`src/rtl/uart_rt_pkg.sv`:
```
package uart_rt_pkg;

  typedef enum logic [1:0] {
    CH_NORMAL    = 2'd0,
    CH_ECHO      = 2'd1,
    CH_LOCAL_LB  = 2'd2,
    CH_REMOTE_LB = 2'd3
  } ch_mode_e;

  localparam int CTRL_W      = 6;
  localparam int CB_RX_FLUSH = 0;
  localparam int CB_TX_FLUSH = 1;
  localparam int CB_RX_ON    = 2;
  localparam int CB_RX_OFF   = 3;
  localparam int CB_TX_ON    = 4;
  localparam int CB_TX_OFF   = 5;
  localparam logic [CTRL_W-1:0] CTRL_RST = 6'h28;

  function automatic logic path_live(input logic on_bit, input logic off_bit);
    return on_bit & ~off_bit;
  endfunction

  function automatic logic lvl_full(input int cnt, input int depth);
    return cnt == depth;
  endfunction

  function automatic logic lvl_empty(input int cnt);
    return cnt == 0;
  endfunction

  function automatic logic lvl_trig(input int cnt, input int trig);
    return cnt >= trig;
  endfunction

endpackage

```
`src/rtl/rt_fifo.sv`:
```
module rt_fifo #(
  parameter int DEPTH = 64,
  parameter int DW    = 8,
  localparam int AW   = $clog2(DEPTH),
  localparam int CW   = $clog2(DEPTH + 1)
) (
  input  logic          clk,
  input  logic          rst_n,
  input  logic          flush,
  input  logic          push,
  input  logic [DW-1:0] push_data,
  input  logic          pop,
  output logic [DW-1:0] head,
  output logic [CW-1:0] count,
  output logic          push_ok
);

  logic [DW-1:0] mem [DEPTH];
  logic [AW-1:0] wptr, rptr;
  logic          pop_ok;

  function automatic logic [AW-1:0] ptr_next(input logic [AW-1:0] p);
    return (p == AW'(DEPTH - 1)) ? '0 : p + 1'b1;
  endfunction

  assign push_ok = push && (count != CW'(DEPTH));
  assign pop_ok  = pop && (count != '0);
  assign head    = mem[rptr];

  always_ff @(posedge clk) begin
    if (push_ok && !flush) mem[wptr] <= push_data;
  end

  always_ff @(posedge clk or negedge rst_n) begin
    if (!rst_n) begin
      wptr  <= '0;
      rptr  <= '0;
      count <= '0;
    end else if (flush) begin
      wptr  <= '0;
      rptr  <= '0;
      count <= '0;
    end else begin
      if (push_ok) wptr <= ptr_next(wptr);
      if (pop_ok)  rptr <= ptr_next(rptr);
      count <= count + CW'(push_ok) - CW'(pop_ok);
    end
  end

endmodule

```
`src/rtl/rt_idle_timer.sv`:
```
module rt_idle_timer #(
  parameter int WIN = 40,
  localparam int TW = $clog2(WIN + 1)
) (
  input  logic clk,
  input  logic rst_n,
  input  logic kick,
  input  logic allow,
  output logic fire
);

  logic [TW-1:0] remain;
  logic          armed;

  assign fire = armed && (remain == '0) && allow;

  always_ff @(posedge clk or negedge rst_n) begin
    if (!rst_n) begin
      remain <= '0;
      armed  <= 1'b0;
    end else if (kick) begin
      remain <= TW'(WIN - 1);
      armed  <= 1'b1;
    end else if (armed) begin
      if (remain == '0) armed  <= 1'b0;
      else              remain <= remain - 1'b1;
    end
  end

endmodule

```
`src/rtl/uart_mode_router.sv`:
```
module uart_mode_router
  import uart_rt_pkg::*;
#(
  parameter int DEPTH     = 64,
  parameter int CHAR_CLKS = 10,
  localparam int CW       = $clog2(DEPTH + 1),
  localparam int WIN      = 4 * CHAR_CLKS
) (
  input  logic              clk,
  input  logic              rst_n,
  input  logic [1:0]        mode_sel,
  input  logic [CW-1:0]     rx_trig_lvl,
  input  logic [CW-1:0]     tx_trig_lvl,
  input  logic [7:0]        timeout_val,
  input  logic              ctrl_wr,
  input  logic [CTRL_W-1:0] ctrl_wdata,
  output logic [CTRL_W-1:0] ctrl_q,
  input  logic              host_wr,
  input  logic [7:0]        host_wdata,
  input  logic              host_rd,
  output logic [7:0]        host_rdata,
  input  logic              ser_rx_valid,
  input  logic [7:0]        ser_rx_data,
  output logic              ser_tx_valid,
  output logic [7:0]        ser_tx_data,
  input  logic              ser_tx_ready,
  output logic              rx_full,
  output logic              rx_empty,
  output logic              rx_trig,
  output logic              tx_full,
  output logic              tx_empty,
  output logic              tx_trig,
  output logic              ev_overrun,
  output logic              ev_rx_timeout
);

  ch_mode_e      mode;
  logic          rx_on, tx_on;
  logic          rx_flush, tx_flush;
  logic          ser_to_rx, ser_to_tx, host_to_rx, host_to_tx;
  logic          rx_push_req, tx_push_req;
  logic [7:0]    rx_push_data, tx_push_data;
  logic          rx_pop, tx_pop;
  logic          rx_accept, tx_accept;
  logic [7:0]    rx_head, tx_head;
  logic [CW-1:0] rx_cnt, tx_cnt;

  assign mode = ch_mode_e'(mode_sel);

  // control word: flush bits act on the write and are never stored
  always_ff @(posedge clk or negedge rst_n) begin
    if (!rst_n)       ctrl_q <= CTRL_RST;
    else if (ctrl_wr) ctrl_q <= {ctrl_wdata[CTRL_W-1:2], 2'b00};
  end

  assign rx_on    = path_live(ctrl_q[CB_RX_ON], ctrl_q[CB_RX_OFF]);
  assign tx_on    = path_live(ctrl_q[CB_TX_ON], ctrl_q[CB_TX_OFF]);
  assign rx_flush = ctrl_wr && ctrl_wdata[CB_RX_FLUSH];
  assign tx_flush = ctrl_wr && ctrl_wdata[CB_TX_FLUSH];

  // routing matrix
  assign ser_to_rx  = (mode == CH_NORMAL) || (mode == CH_ECHO);
  assign ser_to_tx  = (mode == CH_ECHO)   || (mode == CH_REMOTE_LB);
  assign host_to_rx = (mode == CH_LOCAL_LB);
  assign host_to_tx = (mode == CH_NORMAL);

  assign rx_push_req  = rx_on && ((ser_rx_valid && ser_to_rx) || (host_wr && host_to_rx));
  assign rx_push_data = host_to_rx ? host_wdata : ser_rx_data;
  assign tx_push_req  = tx_on && ((ser_rx_valid && ser_to_tx) || (host_wr && host_to_tx));
  assign tx_push_data = host_to_tx ? host_wdata : ser_rx_data;

  assign rx_pop = host_rd && rx_on && !rx_empty;
  assign tx_pop = ser_tx_ready && !tx_empty;

  rt_fifo #(.DEPTH(DEPTH), .DW(8)) i_rx_fifo (
    .clk(clk), .rst_n(rst_n), .flush(rx_flush),
    .push(rx_push_req), .push_data(rx_push_data), .pop(rx_pop),
    .head(rx_head), .count(rx_cnt), .push_ok(rx_accept)
  );

  rt_fifo #(.DEPTH(DEPTH), .DW(8)) i_tx_fifo (
    .clk(clk), .rst_n(rst_n), .flush(tx_flush),
    .push(tx_push_req), .push_data(tx_push_data), .pop(tx_pop),
    .head(tx_head), .count(tx_cnt), .push_ok(tx_accept)
  );

  rt_idle_timer #(.WIN(WIN)) i_idle (
    .clk(clk), .rst_n(rst_n), .kick(rx_accept && !rx_flush),
    .allow(timeout_val != 8'd0), .fire(ev_rx_timeout)
  );

  // live status flags
  assign rx_full  = lvl_full(int'(rx_cnt), DEPTH);
  assign rx_empty = lvl_empty(int'(rx_cnt));
  assign rx_trig  = lvl_trig(int'(rx_cnt), int'(rx_trig_lvl));
  assign tx_full  = lvl_full(int'(tx_cnt), DEPTH);
  assign tx_empty = lvl_empty(int'(tx_cnt));
  assign tx_trig  = lvl_trig(int'(tx_cnt), int'(tx_trig_lvl));

  assign ev_overrun = (rx_push_req && !rx_accept) || (tx_push_req && !tx_accept);

  assign host_rdata   = rx_pop ? rx_head : 8'd0;
  assign ser_tx_valid = !tx_empty;
  assign ser_tx_data  = tx_head;

endmodule

```
`config.mk`:
```
export PLATFORM = sky130hd
export DESIGN_NAME = uart_mode_router
export DESIGN_NICKNAME = d
export VERILOG_FILES = /design/src/rtl/uart_rt_pkg.sv /design/src/rtl/rt_fifo.sv /design/src/rtl/rt_idle_timer.sv /design/src/rtl/uart_mode_router.sv
export SDC_FILE = /design/constraint.sdc
export NUM_CORES = 1
export LEC_CHECK = 0
export BUFFER_PORTS_ARGS = -buffer_cell sky130_fd_sc_hd__buf_2
export CAP_MARGIN = 5
export CORE_ASPECT_RATIO = 1.25
export CORE_UTILIZATION = 50
export DETAILED_ROUTE_END_ITERATION = 16
export MAX_ROUTING_LAYER = met4
export PLACE_DENSITY = 0.71
export SYNTH_ARGS = -nofsm -noshare
export SYNTH_HDL_FRONTEND = slang
export SYNTH_HIERARCHICAL = 1
export SYNTH_SLANG_ARGS = --single-unit
export TNS_END_PERCENT = 5
```
`constraint.sdc`:
```
create_clock -name clk -period 3 [get_ports clk]
set_clock_uncertainty 0.05 [all_clocks]
set_input_delay 0.3 -clock clk [delete_from_list [all_inputs] [get_ports clk]]
set_output_delay 0.3 -clock clk [all_outputs]
set_load 0.01 [all_outputs]
```
==> flow_metrics.py <==
metrics = {
    "critical_path": {
        "path_max_fanout": 7,
        "startpoint": "i_tx_fifo/rptr[0]",
        "worst_ep_required_time_ps": 2650,
        "cpMaxStageDelayCell": "or4_4",
        "critPathTopFamily": "simple AND/OR/NAND/NOR gates",
        "reg2reg_from": "i_rx_fifo/count[3]",
        "crit_chain": "buf_12, buf_6, mux4_2, a22o_1, a221oi_2, nor3_1, or4_4, buf_6",
        "cp-end-kind": "output port",
        "path_class": "reg2out",
        "critical-path-max-stage-delay_ps": 530,
        "cp_num_buf_inv": 3,
        "rrSetupSlack_ps": -10,
        "start_kind": "flop",
        "arrival_ps": 3160,
        "cp_common_cell": "buf_6",
    },
    "timing": {
        "whs_ps": 190,
        "setup_viol": 17,
        "slew_headroom_pct": 31.3,
        "final-hold-violation-count": 0,
        "fin_crit_ps": 3510,
        "worstMarginPinSlew_ps": 1030,
        "tns_ps": -6270,
        "final_max_slew_viol_count": 0,
        "rsz0062_at_grt": "yes",
        "period_share_pct": 117,
        "max_freq_mhz": 285,
        "fin_ws_ps": -505,
    },
    "cts": {
        "h-tree-depth": 3,
        "cts_buffer_depth": 3,
        "cts_root_buf": "clkbuf_16",
        "clkSinkCount": 1073,
        "numCtsBuffers": 102,
        "insertion_delay_ps": 670,
        "clkTransAtPathRegs_ps": 70,
        "cts_tree": "done",
    },
    "route": {
        "vias_per_cell": 5.96,
        "vias": 23100,
        "routedWlPerCell_um": 25.7,
        "first_pass_iters": 5,
        "drc": 0,
        "routed_wl_mm": 99.4,
        "drtIter0Drc": 2460,
        "postRouteAntennaNets": 0,
    },
    "synthesis": {
        "synth_area_per_cell_sq_um": 19.1,
        "syn_inst": 2274,
        "yosysWarningCount": 6,
        "yosysUniqueCellTypes": 78,
        "async_reset_ff_share_pct": 4.57,
        "synth_ff_type": "edfxtp_1",
        "ys_seq_area_share_pct": 73.8,
        "synth_edf_count": 1024,
        "ys_ff_latch": 1073,
        "syn-cell-area_sq_um": 43400,
    },
    "finish": {
        "register_area_sq_um": 32000,
        "final_common_cell": "edfxtp_1",
        "layout_common_cells": "edfxtp_1, buf_4, mux4_2",
        "multi_input_area_sq_um": 11000,
        "n_antenna_cell": 0,
        "syn_to_final_growth_pct": 17.7,
        "fill_cells": 6025,
        "fin_nets": 2722,
        "layout-drive-gt1-share_pct": 33.1,
    },
    "job": {
        "drv_cap": 0,
    },
    "outcome": {
        "violations": "setup timing",
        "status": "complete, but fails checks",
    },
    "power": {
        "power_leakage_nw": 16.8,
        "p_per_area_nw_per_um2": 755,
        "vdd_drop_max_uv": 604,
    },
    "grt": {
        "grt_pass1_wl_mm": 150,
        "gr-total-overflow": 0,
        "grt_max_degree": 65,
        "grt.total_usage_pct": 23.4,
        "grt_pass1_vias": 24000,
        "antenna_found_initial": 1,
    },
    "die": {
        "ios": 84,
        "core_area_sq_um": 85700,
        "start_util_pct": 50.6,
        "core.rowCount": 120,
        "dieWidth_um": 265,
        "die_area_sq_um": 87900,
        "fp.dieH_um": 331,
    },
    "hold_path": {
        "min_from": "ctrl_wdata[0]",
        "hold_class": "in2reg",
    },
    "place": {
        "hpwl_mm": 63.3,
        "gp_congestion": 0.890,
        "portBuffers": 81,
    },
}
## flip-flops by register name (all words and copies together), names as in the netlist
register,flops
ctrl_q,4
i_rx_fifo/wptr,6
i_idle/armed,1
i_tx_fifo/count,7
i_tx_fifo/rptr,6
i_rx_fifo/count,7
i_idle/remain,6
i_tx_fifo/wptr,6
i_tx_fifo/mem,512
i_rx_fifo/rptr,6
i_rx_fifo/mem,512
## cell families after synthesis
family | after synthesis | share of synthesized area [%]
multiplexers | 307 | 14.1
AND/OR/NAND/NOR | 410 | 4.46
flip-flops | 1073 | 73.8
adder cells (fa/ha/maj) | 40 | 1.19
other | 1 | 0.00865
buffers and inverters | 166 | 2.02
AO/OA/AOI/OAI | 261 | 4.15
XOR/XNOR | 16 | 0.323
## what timing repair did
action                                  in CTS  in global routing
hold endpoints to repair                    41                  0
hold buffers                                 9                  0
buffers inserted                             8                 27
endpoints found under the setup margin      18                177
resized for setup                           79                 61
pin swaps                                   14                 26
gates cloned                                 4                  1
## tightest hold or removal path, cell delays in order
cell,delay [ps]
buf_2,70
and2_1,180
inv_1,140
nand3_1,90
o21ai_0,70
## metal layers
layer	part of all wire (%)	global-route usage, %	wire, um
met5	0	-	0
met3	6.6	3.04	6560
met1	37	28.8	36700
met2	53	39.6	52400
met4	3.8	9.17	3770
## metrics by stage
step	area [sq um]	worst slack, ps	cells	util [%]	power, mW
after floorplan	43400	-3.67	2275	-	22.7
after detailed placement	46600	-152	3636	54.4	25.1
after CTS	50500	-521	3845	59.0	38.2
after global placement	46600	-202	3636	54.4	24.9
after global routing	51000	-527	3872	59.5	39.8
final	51000	-505	3872	59.5	38.5
## power breakdown
| group | total (mW) | internal [mW] | leakage (nW) | switching (mW) |
|---|---|---|---|---|
| logic | 8.86 | 4.41 | 5.36 | 4.45 |
| registers | 17.1 | 16.7 | 9.82 | 0.323 |
| clock network | 12.6 | 7.11 | 1.58 | 5.50 |
| total | 38.5 | 28.3 | 16.8 | 10.3 |
## cell usage after synthesis, types with 7 or more instances
cell type | n | area share [%]
nor2_1 | 195 | 1.7
mux2_4 | 8 | 0.28
and2_1 | 13 | 0.19
buf_1 | 15 | 0.13
clkbuf_1 | 41 | 0.35
a221oi_1 | 7 | 0.14
buf_6 | 16 | 0.42
nand3_1 | 20 | 0.23
o21ai_0 | 36 | 0.42
xor2_1 | 12 | 0.24
edfxtp_1 | 1024 | 71
inv_1 | 47 | 0.41
a21oi_1 | 62 | 0.72
and3_1 | 10 | 0.14
nor3_1 | 13 | 0.15
mux2i_1 | 41 | 0.95
buf_4 | 12 | 0.21
a221o_1 | 10 | 0.23
dfrtp_1 | 47 | 2.7
a22oi_1 | 66 | 1.1
mux2_2 | 14 | 0.36
ha_1 | 38 | 1.1
nand4_1 | 7 | 0.10
mux4_2 | 232 | 12
o22ai_1 | 17 | 0.25
nand2_1 | 70 | 0.61
nor2b_1 | 19 | 0.27
nand2b_1 | 20 | 0.29
a22o_1 | 12 | 0.24
buf_2 | 32 | 0.37
mux2_1 | 8 | 0.21
## area by class of cell
| type | instances | area share (%) |
|---|---|---|
| sequential | 1073 | 62.7 |
| multi-input combinational | 1036 | 21.5 |
| timing repair buffer | 369 | 6.13 |
| clock buffer | 135 | 5.49 |
| tap | 1159 | 2.84 |
| clock inverter | 53 | 0.949 |
| inverter | 47 | 0.346 |
## final timing paths
kind / to / cells after the start
max: ser_tx_data[1] / 8
min: i_rx_fifo/rptr[3] / 5
max reg2reg: i_rx_fifo/count[6] / 15
min reg2reg: i_idle/remain[2] / 1
max in group asynchronous: i_tx_fifo/rptr[1] / 2
min in group asynchronous: ctrl_q[2] / 2
(Power assumes the default switching activity.)
